File: config.mk
export PLATFORM = sky130hd
export DESIGN_NAME = cam_timing_gen
export DESIGN_NICKNAME = d
export VERILOG_FILES = /design/src/rtl/cam_timing_gen.sv
export SDC_FILE = /design/constraint.sdc
export NUM_CORES = 1
export LEC_CHECK = 0
export CAP_MARGIN = 40
export CORE_MARGIN = 2
export CORE_UTILIZATION = 45
export DETAILED_ROUTE_END_ITERATION = 8
export DONT_BUFFER_PORTS = 1
export PLACE_DENSITY = 0.69
export SLEW_MARGIN = 20
export SYNTH_ARGS = -nofsm -noshare
export SYNTH_HDL_FRONTEND = slang
export SYNTH_SLANG_ARGS = --single-unit
export TNS_END_PERCENT = 1
File: constraint.sdc
create_clock -name clk -period 5.17 [get_ports clk]
set_input_delay 0.2585 -clock clk [delete_from_list [all_inputs] [get_ports clk]]
set_output_delay 0.2585 -clock clk [all_outputs]
set_load 0.1 [all_outputs]
File: src/rtl/cam_timing_gen.sv
module cam_timing_gen #(
  parameter int CW = 12,
  parameter int VW = 12
) (
  input  logic          clk,
  input  logic          rst_n,
  input  logic          stop,
  input  logic [CW-1:0] width,
  input  logic [1:0]    tap_shift,
  input  logic [CW-1:0] hblank,
  input  logic [CW-1:0] total_w,
  input  logic [VW-1:0] height,
  input  logic [VW-1:0] vblank,
  input  logic [VW-1:0] total_h,
  input  logic [CW-1:0] fv_start,
  input  logic [CW-1:0] fv_end,
  input  logic [CW-1:0] lv_start,
  input  logic [CW-1:0] lv_end,
  input  logic [CW-1:0] rv_start,
  input  logic [CW-1:0] rv_end,
  input  logic          rv_en,
  input  logic          lv_cont,
  input  logic          linescan,
  input  logic          trig_frame,
  input  logic          trig_line,
  input  logic          trig_sel,
  input  logic          trig_pol,
  input  logic          cc1,
  input  logic          cc2,
  output logic          fval,
  output logic          lval,
  output logic          rval,
  output logic [CW-1:0] hcount,
  output logic [VW-1:0] vcount
);

  typedef enum logic [1:0] {S_IDLE, S_WAIT, S_RUN} state_t;
  state_t st;

  logic [CW-1:0] act, line_len, fve, lve, rve;
  logic [VW-1:0] frame_len, v_next;
  logic line_end, frame_end, running;
  logic s1, s2, s3, trig_hit;

  assign act       = width >> tap_shift;
  assign line_len  = (hblank != '0) ? act + hblank : total_w;
  assign frame_len = (vblank != '0) ? height + vblank : total_h;
  assign fve = (fv_end == '0) ? fv_start + act : fv_end;
  assign lve = (lv_end == '0) ? lv_start + act : lv_end;
  assign rve = (rv_end == '0) ? rv_start + act : rv_end;

  assign line_end  = hcount >= line_len - 1'b1;
  assign frame_end = !linescan && (vcount >= frame_len - 1'b1);
  assign v_next    = frame_end ? '0 : ((&vcount) ? vcount : vcount + 1'b1);
  assign running   = (st == S_RUN);

  always_ff @(posedge clk or negedge rst_n) begin
    if (!rst_n) begin
      s1 <= 1'b0;
      s2 <= 1'b0;
      s3 <= 1'b0;
    end else begin
      s1 <= (trig_sel ? cc2 : cc1) ~^ trig_pol;
      s2 <= s1;
      s3 <= s2;
    end
  end
  assign trig_hit = s2 && !s3;

  always_ff @(posedge clk or negedge rst_n) begin
    if (!rst_n) begin
      st <= S_IDLE;
      hcount <= '0;
      vcount <= '0;
    end else if (stop) begin
      st <= S_IDLE;
      hcount <= '0;
      vcount <= '0;
    end else begin
      case (st)
        S_IDLE: st <= (trig_frame || trig_line) ? S_WAIT : S_RUN;
        S_WAIT: if (trig_hit) st <= S_RUN;
        default: begin
          if (line_end) begin
            hcount <= '0;
            vcount <= v_next;
            if (trig_line || (trig_frame && frame_end)) st <= S_WAIT;
          end else begin
            hcount <= hcount + 1'b1;
          end
        end
      endcase
    end
  end

  logic active_line, first_line, last_line, fv_win, lv_win, rv_win;
  assign active_line = linescan || (vcount < height);
  assign first_line  = (vcount == '0);
  assign last_line   = !linescan && (vcount == height - 1'b1);
  assign fv_win = active_line && !(first_line && hcount < fv_start)
                              && !(last_line && hcount >= fve);
  assign lv_win = (hcount >= lv_start) && (hcount < lve);
  assign rv_win = (hcount >= rv_start) && (hcount < rve);

  assign fval = (running || (st == S_WAIT && vcount != '0)) && fv_win;
  assign lval = running && (active_line || lv_cont) && lv_win;
  assign rval = rv_en ? (lval && rv_win) : lval;

  assert_hcount_wraps_R1: assert property (@(posedge clk) disable iff (!rst_n)
    (running && !stop && hcount == line_len - 1'b1) |=> (hcount == '0));

  assert_blank_quiet_R4: assert property (@(posedge clk) disable iff (!rst_n)
    (!lv_cont && !linescan && vcount >= height) |-> !lval);

  assert_scan_no_wrap_R5: assert property (@(posedge clk) disable iff (!rst_n)
    (linescan && !stop && vcount != '0) |=> (vcount != '0));

  assert_rval_inside_R6: assert property (@(posedge clk) disable iff (!rst_n)
    rval |-> lval);

  assert_wait_parked_R7: assert property (@(posedge clk) disable iff (!rst_n)
    (st == S_WAIT && !trig_hit) |=> (hcount == '0 && !lval));

  assert_stop_idle_R10: assert property (@(posedge clk) disable iff (!rst_n)
    stop |=> (hcount == '0 && vcount == '0 && !fval && !lval && !rval));

endmodule

==> results of run 1 <==
-- layout by cell type (no fill, tap or decap), types with 8 or more instances in the layout --
cell type  count
a21oi_1       93
o21ai_1        8
or3_1         11
nor3_1        36
buf_4         35
a211oi_1      12
a21o_1        37
nor3b_1       11
o21bai_1      12
mux2i_1       33
nand3_1       20
o21ai_0       43
nor2b_1       12
a31oi_1       15
nor4_1        17
ha_1         165
dfrtp_1       29
nand2_1       42
xor2_1        33
nand2b_1      14
nand4_1       17
o31ai_1       10
xnor2_1       53
inv_1         70
nor2_1        64
and3_1        22
-- power by group through the flow --
| stage | combinational, mW | clock [mW] | sequential, mW |
|---|---|---|---|
| after global routing | 1.42 | 0.320 | 0.300 |
| final | 1.28 | 0.302 | 0.296 |
| after floorplan | 0.856 | 0 | 0.426 |
| after global placement | 1.24 | 0 | 0.300 |
| after CTS | 1.27 | 0.305 | 0.296 |
| after detailed placement | 1.26 | 0 | 0.300 |
-- layer usage --
metal | wire, µm | GRT usage (%) | vias up | share of wire, %
li1 | - | - | 3886 | -
met1 | 10000 | 31.0 | 3522 | 41
met2 | 11200 | 44.3 | 321 | 46
met3 | 2630 | 7.58 | 48 | 11
met4 | 755 | 7.16 | 0 | 3.1
met5 | 0 | 0 | - | 0
-- area by class of cell --
class / instances / area (µm²)
clock buffer: 7 / 153
inverter: 71 / 267
clock inverter: 1 / 5.00
fill: 1697 / 8620
multi-input combinational: 898 / 6990
sequential: 29 / 726
tap: 225 / 282
timing repair buffer: 38 / 313
-- path summary, 6_finish.rpt --
path,slack [ps],endpoint,cells past startpoint,startpoint
min,70,s1,1,trig_pol
max reg2reg,2180,vcount[2],10,vcount[0]
min in group asynchronous,430,hcount[7],2,rst_n
max,340,fval,21,tap_shift[1]
min reg2reg,350,s2,0,s1
max in group asynchronous,4580,vcount[11],2,rst_n
-- state kept, by name, summed over array words and instances (netlist names) --
signal,cells
hcount,12
s1,1
s2,1
s3,1
st,2
vcount,12
-- metrics by stage --
stage          worst slack [ps]  total power, mW  utilization, %
3_3_place_gp                249             1.54            49.2
5_1_grt                    29.7             2.04            50.3
4_1_cts                     224             1.88            50.3
6_report                    344             1.88            50.3
2_1_floorplan             0.513             1.28               -
3_5_place_dp                234             1.56            49.2
-- kinds of logic after synthesis --
group                      share of synthesized area, %
adders and majority gates                          27.1
buffers and inverters                              4.54
muxes                                              4.40
xor gates and xnor gates                           9.39
AOI/OAI and AO/OA                                  25.6
DFF                                                9.05
and+or+nand+nor                                    19.8
-- repair_timing --
action | 4_1_cts | 5_1_grt
setup endpoints to repair | 0 | 1
gates resized for setup | 0 | 2
endpoints found under the hold margin | 29 | 0
hold buffers | 2 | 0
==> results.md, run 1 <==
- Placed Cells incl. Taps: 1259
- Switching share of total power: 49.1%
- IO Pins: between 150 and 200
- Hold WS: 69.5 ps
- Max stage delay cell, worst path: a2111oi_1
- Routed wire length: 24600 µm
- Die span in x: approximately 140 µm
- Seq cells post-synth: 29
- Synthesized instance count: 1019
- Arrival time of the worst setup path: roughly 4600 ps
- Tcrit/Tclk final: 93.3%
- Fin nets: 1372
- Routed via count: around 7800
- DRT iter0 DRCs: 381
- Layout cell share with drive strength beyond 1: about 8.4%
- Vias in the first global route: 7555
- Wire per inst: 19.4 µm
- Largest cells by area after synthesis: ha_1 (26%), dfrtp_1 (9.0%), a21oi_1 (6.1%)
- Crit path cell chain: mux2_2 -> nand2_1 -> o21ai_2 -> ha_1 -> fa_1 -> a21o_1 -> a21oi_1 -> o21bai_1 -> a21oi_2 -> o21ai_0 -> a31oi_1 -> xnor2_1 -> a21oi_1 -> ha_1 -> o21ai_0 -> a2111oi_1 -> and3_1 -> nand4_1 -> a21oi_1 -> a211oi_4 -> buf_4
- Synth unique cells: 78
- Die footprint: between 0.015 and 0.02 mm²
- Fin crit period: 4830 ps
- Worst Path Required: 4910 ps
- Cell family contributing the most delay on the critical path: compound AO/OA/AOI/OAI gates
- RSZ-0062 raised after global routing: no
- Synth top area share: 25.9%
- Ys flop type: dfrtp_1
- I/O Buffers: 0
- Worst Path Max Fanout: 13
- Syn_nets: 1348
- Cell mode on critical path: a21oi_1
- Largest net degree at the start of global routing: 30
- VDD IR-drop max: 0.000189 V
- Clock sinks: 29
- Worst path buffer plus inverter count: 1
- Drt drc: 0
- Clock Tree Root: clkbuf_16
- Pre-antenna DRT Iters: 6
- Worst skew pair latency: 280 ps
- Share of the yosys chip area belonging to registers: 9.05%
- CTS buffer count: 5
- Comb pwr share: 68.2%
- Setup TNS: 0 ps
- Worst setup SP type: input port
- Sequential power share: 15.8%
- Worst-path clk slew: 50 ps
- Clock power share: 16.1%
- CTS tree: yes
- Global-route usage over all layers: 25.7%
- Yosys warnings: 0
- Slew headroom: about 44%
- Overflow after GRT: 0
- Most common cell in the netlist: ha_1
- Fmax: 207 MHz
- First-pass GRT wire length: 38300 µm
- Post-DP HPWL: a little over 20000 µm
- Clock Skews: 6.21 ps
- Synthesized area per cell: 7.87 µm²
- Initial antenna violation count: 0
- Ant. Diodes: 0
- Int Pwr: approximately 0.96 mW
- Core footprint: 0.0174 mm²
- DRT antenna net count: 0
- Initial Utilization: 46.2%
- PD cells: 215 mW/mm²
- Cell taking the most area after synthesis: ha_1
- Fin area: approximately 0.0087 mm²
- Worst slew pin tran: ~840 ps
- RePlAce Congestion: 0.915
- Status: finished clean
- Post-placement cell area: 0.00855 mm²
- CP peak stage delay: 530 ps
- Final Max Tran Viols: 0
- WS Path Type: in -> out
- Setup violators final: 0
- FP Rows: 48
- Synth cell count leaders: ha_1 (166), a21oi_1 (97), inv_1 (71)
- Die Ht: 137 µm
- Fin cells: approximately 1300
- MaxCap Viol Count: 0
- Leak: approximately 4.3 nW
- Area Growth Syn to Fin: 8.97%
- Mapped cell area: 0.00802 mm²
- Async set-reset flop share out of synthesis: 100%
- Endpoints failing hold: 0
- DR vias/cell: 6.13
- Hold WC Path Type: in -> reg
- Post-CTS Setup Bufs: 0
- NetSw: 0.922 mW
- EDFF count, synth: 0
- CTS max path bufs: 2
- H-tree levels: 2
- Crit. End Element: output pin
Power figures use the tool's default switching activity.
==> inputs of run 2 (changes only) <==
==> constraint.sdc (replaced) <==
create_clock -name clk -period 5.1 [get_ports clk]
set_input_delay 0.255 -clock clk [delete_from_list [all_inputs] [get_ports clk]]
set_output_delay 0.255 -clock clk [all_outputs]
set_load 0.1 [all_outputs]
==> run 2 against run 1 <==
Critical path type unchanged. Sequential power up 1%. Non-clock buffer count grew 2. Sequential share of layout area about the same. Routed wire length grew 2.2%. Critical endpoint unchanged. Via count rose by 0.84%. Cell count increased by 0.24%. Worst setup slack worse by 23 ps. Combinational power about the same.
==> results.md, run 2 (synthesis gave the netlist of run 1 again) <==
- Status: finished clean
- Core footprint: between 0.015 and 0.02 mm²
- Placed Cells incl. Taps: 1261
- Clock sinks: 29
- IO Pins: 185
- Initial antenna violation count: 1
- Commonest non-fill, non-tap cell in the layout: ha_1
- Sequential power share: 15.9%
- Fin area: 0.00875 mm²
- Routed via count: 7842
- Switching share of total power: about 50%
- Worst path buffer plus inverter count: 1
- DR vias/cell: 6.17
- CTS tree: yes
- Layout cell share with drive strength beyond 1: 8.13%
- Worst-path clk slew: about 50 ps
- Cell family contributing the most delay on the critical path: compound AO/OA/AOI/OAI gates
- Int Pwr: about 0.96 mW
- Overflow after GRT: 0
- Vias in the first global route: 7673
- WS Path Type: in -> out
- Fin crit period: 4780 ps
- Pre-antenna DRT Iters: 5
- Routed wire length: 25100 µm
- RePlAce Congestion: around 0.90
- Clock power share: ~15%
- Worst setup SP type: input port
- Area of the multi-input gates: 0.00699 mm²
- DRT iter0 DRCs: 363
- CP peak stage delay: 450 ps
- Die span in x: 137 µm
- Post-CTS Setup Bufs: 0
- PD cells: 216 mW/mm²
- CTS buffer count: 5
- Post-DP HPWL: 20800 µm
- Clock Skews: 6.29 ps
- Largest net degree at the start of global routing: 30
- I/O Buffers: 0
- Die Ht: 137 µm
- Total area of sequential cells: 726 µm²
- Layout fillers: 1695
- Slew headroom: 45.8%
- Clock Tree Root: clkbuf_16
- Global-route usage over all layers: 26.5%
- Worst Path Required: 4850 ps
- Crit. End Element: output pin
- Comb pwr share: a little over two thirds
- Hold WC Path Type: in -> reg
- MaxCap Viol Count: 0
- Arrival time of the worst setup path: 4520 ps
- Max stage delay cell, worst path: a2111oi_0
- Crit path cell chain: mux2_4 -> nand2_1 -> o21ai_2 -> ha_1 -> fa_1 -> a21o_1 -> a21oi_1 -> o21bai_1 -> a21oi_1 -> o21ai_0 -> a31oi_1 -> xnor2_1 -> a21oi_1 -> ha_1 -> o21ai_0 -> a2111oi_0 -> and3_1 -> nand4_1 -> a21oi_1 -> a211oi_4 -> buf_4
- Post-placement cell area: 0.00858 mm²
- Setup TNS: 0 ps
- Wire per inst: approximately 20 µm
- Worst slew pin tran: between 800 and 900 ps
- Worst Path Max Fanout: 13
- VDD IR-drop max: about 0.00026 V
- FP Rows: 48
- Drt drc: 0
- First-pass GRT wire length: 39100 µm
- Die footprint: 0.0189 mm²
- CTS max path bufs: 2
- Cell mode on critical path: a21oi_1
- Setup violators final: 0
- RSZ-0062 raised after global routing: no
- Leak: 4.35 nW
- Initial Utilization: 46.2%
- PostCTS Resize Cnt: 0
- Fmax: 209 MHz
- Hold WS: 61.5 ps
- Largest regs: hcount (12), vcount (12), st (2)
- Fin cells: 1272
- Fin nets: 1374
- NetSw: 0.933 mW
- Tcrit/Tclk final: 93.7%
- Final Max Tran Viols: 0
- Area Growth Syn to Fin: 9.11%
- H-tree levels: 2
- Most frequent cells in the layout: ha_1 (165), a21oi_1 (94), inv_1 (70), nor2_1 (64), xnor2_1 (53)
- DRT antenna net count: 0
- Worst skew pair latency: 280 ps
- Endpoints failing hold: 0
==> run 2: cell types whose count changed in the layout (fill, tap and decap cells not counted) <==
| cell | delta |
|---|---|
| buf_1 | +1 |
| mux2_4 | +1 |
| diode_2 | +1 |
| buf_16 | +1 |
| a2111oi_0 | +1 |
| a21oi_1 | +1 |
| clkbuf_1 | +3 |
| mux2_2 | -1 |
| a21oi_2 | -1 |
| clkinv_2 | -1 |
| a2111oi_1 | -1 |
| clkbuf_8 | -2 |
==> run 2: worst paths after layout <==
kind / start / endpoint / slack, ps / depth (start not counted)
min: stop / st[0] / 60 / 1
max reg2reg: hcount[5] / vcount[0] / 1810 / 10
max in group asynchronous: rst_n / s3 / 4520 / 2
min reg2reg: s1 / s2 / 350 / 0
max: tap_shift[1] / fval / 320 / 21
min in group asynchronous: rst_n / hcount[1] / 420 / 2
==> run 2: metal layers <==
layer  GRT usage (%)  vias to the layer above  share of wire (%)
met5               0                        -                  0
met4            7.39                        0                2.8
met3            6.73                       42                9.5
met2            46.5                      300                 47
met1            31.8                     3606                 41
li1                -                     3894                  -
==> run 2: power groups by stage <==
stage | clock network [mW] | registers, mW | logic (mW)
after floorplan | 0 | 0.432 | 0.869
after global placement | 0 | 0.325 | 1.22
after detailed placement | 0 | 0.303 | 1.29
after CTS | 0.283 | 0.301 | 1.31
after global routing | 0.294 | 0.307 | 1.46
final | 0.279 | 0.300 | 1.31
==> run 2: final cells by class <==
class / instances / share of cell area (%)
Multi-Input combinational cell: 898 / 79.9
Sequential cell: 29 / 8.29
Timing Repair Buffer: 40 / 3.93
Tap cell: 225 / 3.22
Inverter: 71 / 3.05
Clock buffer: 8 / 1.56
Antenna cell: 1 / 0.0286
==> run 2: through the flow <==
step                      util [%]  power, mW  worst slack [ps]
after floorplan                  -       1.30              4.78
after global placement        49.3       1.55               292
after detailed placement      49.4       1.59               198
after CTS                     50.4       1.89               326
after global routing          50.4       2.06              60.6
final                         50.4       1.89               321
==> run 2: what timing repair did <==
item                       CTS  global route
setup endpoints to repair    0             0
hold endpoints to repair    29             0
hold buffers                 2             0
==> inputs of run 3 (changes only) <==
--- a/config.mk
+++ b/config.mk
@@ -7,11 +7,12 @@
 export LEC_CHECK = 0
 export CAP_MARGIN = 40
 export CORE_MARGIN = 2
-export CORE_UTILIZATION = 45
+export CORE_UTILIZATION = 35
+export CTS_BUF_LIST = sky130_fd_sc_hd__clkbuf_4 sky130_fd_sc_hd__clkbuf_8
 export DETAILED_ROUTE_END_ITERATION = 8
 export DONT_BUFFER_PORTS = 1
-export PLACE_DENSITY = 0.69
-export SLEW_MARGIN = 20
+export PLACE_DENSITY = 0.58
+export SLEW_MARGIN = 0
 export SYNTH_ARGS = -nofsm -noshare
 export SYNTH_HDL_FRONTEND = slang
 export SYNTH_SLANG_ARGS = --single-unit
==> run 3 against run 2 <==
Clock power is 23% lower. First-iteration DRC count is 48% higher. Clock-buffer cell count fell by 1. Hold slack worse by 4.9 ps. Critical path type unchanged. Critical endpoint unchanged. Largest power group unchanged. Cell count grew 4.9%. Largest cell class unchanged. Design area is 0.66% higher. Clock skew shrank 1.3 ps. Worst setup slack got worse by 41 ps. Fmax shrank 0.84%. Die area is 28% higher. Flip-flop and latch count stayed put.
==> results.md, run 3 (synthesis gave the netlist of run 1 again) <==
- Overflow after GRT: 0
- IO Pins: 185
- Clock sinks: 29
- WS Path Type: in -> out
- Fin nets: roughly 1400
- Setup violators final: 0
- Worst path buffer plus inverter count: 1
- FP Rows: between 50 and 60
- Routed via count: 7711
- Initial Utilization: 35.5%
- Initial antenna violation count: 0
- Worst Path Max Fanout: 13
- Clock Tree Root: clkbuf_8
- Largest net degree at the start of global routing: 30
- Commonest non-fill, non-tap cell in the layout: ha_1
- DRT iter0 DRCs: 536
- Hold WC Path Type: in -> reg
- DRT antenna net count: 0
- R2R cell count: 10
- RSZ-0062 raised after global routing: no
- Die Ht: 155 µm
- Cell mode on critical path: a21oi_1
- Clock power share: 11.7%
- Final Max Tran Viols: 0
- Worst slew pin tran: 702 ps
- RePlAce Congestion: 0.929
- Comb pwr share: 72.8%
- Routed wire length: 26300 µm
- Drt drc: 0
- Worst-path clk slew: around 60 ps
- H-tree levels: 2
- I/O Buffers: 0
- Post-CTS Setup Bufs: 0
- Area Growth Syn to Fin: 9.83%
- Hold Path Cell Cnt: 1
- Arrival time of the worst setup path: 4560 ps
- Die span in x: 155 µm
- Core footprint: 0.0226 mm²
- MaxCap Viol Count: 0
- Clock Skews: 4.98 ps
- Setup TNS: 0 ps
- Post-DP HPWL: about 22000 µm
- VDD IR-drop max: 0.000280 V
- Most frequent cells in the layout: ha_1 (165), a21oi_1 (94), inv_1 (70), nor2_1 (64), xnor2_1 (53)
- Layout cell share with drive strength beyond 1: between 8 and 9%
- Slew headroom: roughly 52%
- Ant. Diodes: 0
- First-pass GRT wire length: 40600 µm
- Endpoints failing hold: 0
- Util after Layout: 39.0%
- Pre-antenna DRT Iters: 6
- Switching share of total power: approximately half
- Crit. End Element: output pin
- CP peak stage delay: 500 ps
- Fmax: approximately 210 MHz
- Status: finished clean
- Worst skew pair latency: between 200 and 300 ps
- Worst setup SP type: input port
- Die footprint: 0.0241 mm²
- Max stage delay cell, worst path: a2111oi_1
- Sequential power share: 15.5%
- Fin crit period: 4820 ps
- Cell family contributing the most delay on the critical path: compound AO/OA/AOI/OAI gates
- Worst Path Required: a little under 5000 ps
- CTS max path bufs: 2
- CTS buffer count: 5
- Leak: 4.35 nW
- DR vias/cell: about 5.8
- Wire per inst: 19.7 µm
- Global-route usage over all layers: 21.2%
- Int Pwr: ~0.9 mW
- Vias in the first global route: ~7500
- NetSw: 0.930 mW
- Levels on crit path: 21
- PD cells: 208 mW/mm²
- Crit path cell chain: mux2_4 -> nand2_1 -> o21ai_2 -> ha_1 -> fa_1 -> a21o_1 -> a21oi_1 -> o21bai_1 -> a21oi_1 -> o21ai_0 -> a31oi_1 -> xnor2_1 -> a21oi_1 -> ha_1 -> o21ai_0 -> a2111oi_1 -> and3_1 -> nand4_1 -> a21oi_1 -> a211oi_4 -> buf_12
- Largest regs: hcount (12), vcount (12), st (2)
- Tcrit/Tclk final: 94.5%
- CTS tree: yes
[run 3: changes by cell type in the layout (fill, tap and decap cells not counted), moves of 3 or more]
cell       change
clkbuf_8       +7
clkbuf_16      -5
clkbuf_1       -3
buf_4          +4
[run 3: timing repair]
item,in CTS,in global routing
endpoints found under the setup margin,0,1
endpoints found under the hold margin,29,0
hold buffers,2,0
resized for setup,0,1
[run 3: worst reg2reg max path: cells and delay by family (launching register included)]
kind | cells | cell delay (ps)
AOI/OAI and AO/OA | 5 | 1180
muxes | 1 | 250
buffers and inverters | 1 | 400
adders and majority gates | 1 | 310
DFF | 1 | 650
and+or+nand+nor | 2 | 310
[run 3: path summary, 6_finish.rpt]
path                            slack [ps]         start        end
max in group asynchronous             4500         rst_n  hcount[9]
min in group asynchronous              430         rst_n  vcount[5]
worst min-delay path                    60      trig_pol         s1
worst min register to register         350            s1         s2
worst max register to register        1880     hcount[5]  vcount[0]
worst max-delay path                   280  tap_shift[1]       fval
[run 3: power by group through the flow]
stage	clock (mW)	combinational (mW)	sequential [mW]
3_5_place_dp	0	1.32	0.289
2_1_floorplan	0	0.869	0.432
5_1_grt	0.231	1.48	0.290
4_1_cts	0.219	1.34	0.285
6_report	0.214	1.33	0.284
3_3_place_gp	0	1.31	0.289
[run 3: layer usage]
layer / GRT usage, % / vias up / wire [µm]
met4: 3.89 / 0 / 462
met1: 26.9 / 3513 / 11300
li1: - / 3903 / -
met5: 0 / - / 0
met2: 36.1 / 269 / 12000
met3: 6.21 / 26 / 2510
[run 3: layout make-up]
cell class / instances / area, µm²
flip-flops and latches: 29 / 726
multi-input cells: 898 / 6990
clock inverters: 1 / 5.00
well taps: 285 / 357
clock buffers: 7 / 96.3
inverters: 71 / 267
repair buffers: 43 / 363
fillers: 2365 / 13800
[run 3: stage by stage]
stage	setup slack, ps	instance area (µm²)	hold slack, ps	total power, mW	cells
final	280	8810	56.5	1.83	1334
after global routing	38.6	8810	48.0	2.00	1334
after CTS	286	8810	45.3	1.84	1334
after detailed placement	295	8670	-39.3	1.61	1324
after global placement	278	8670	-39.2	1.60	1324
after floorplan	4.78	8100	-40.6	1.30	1019
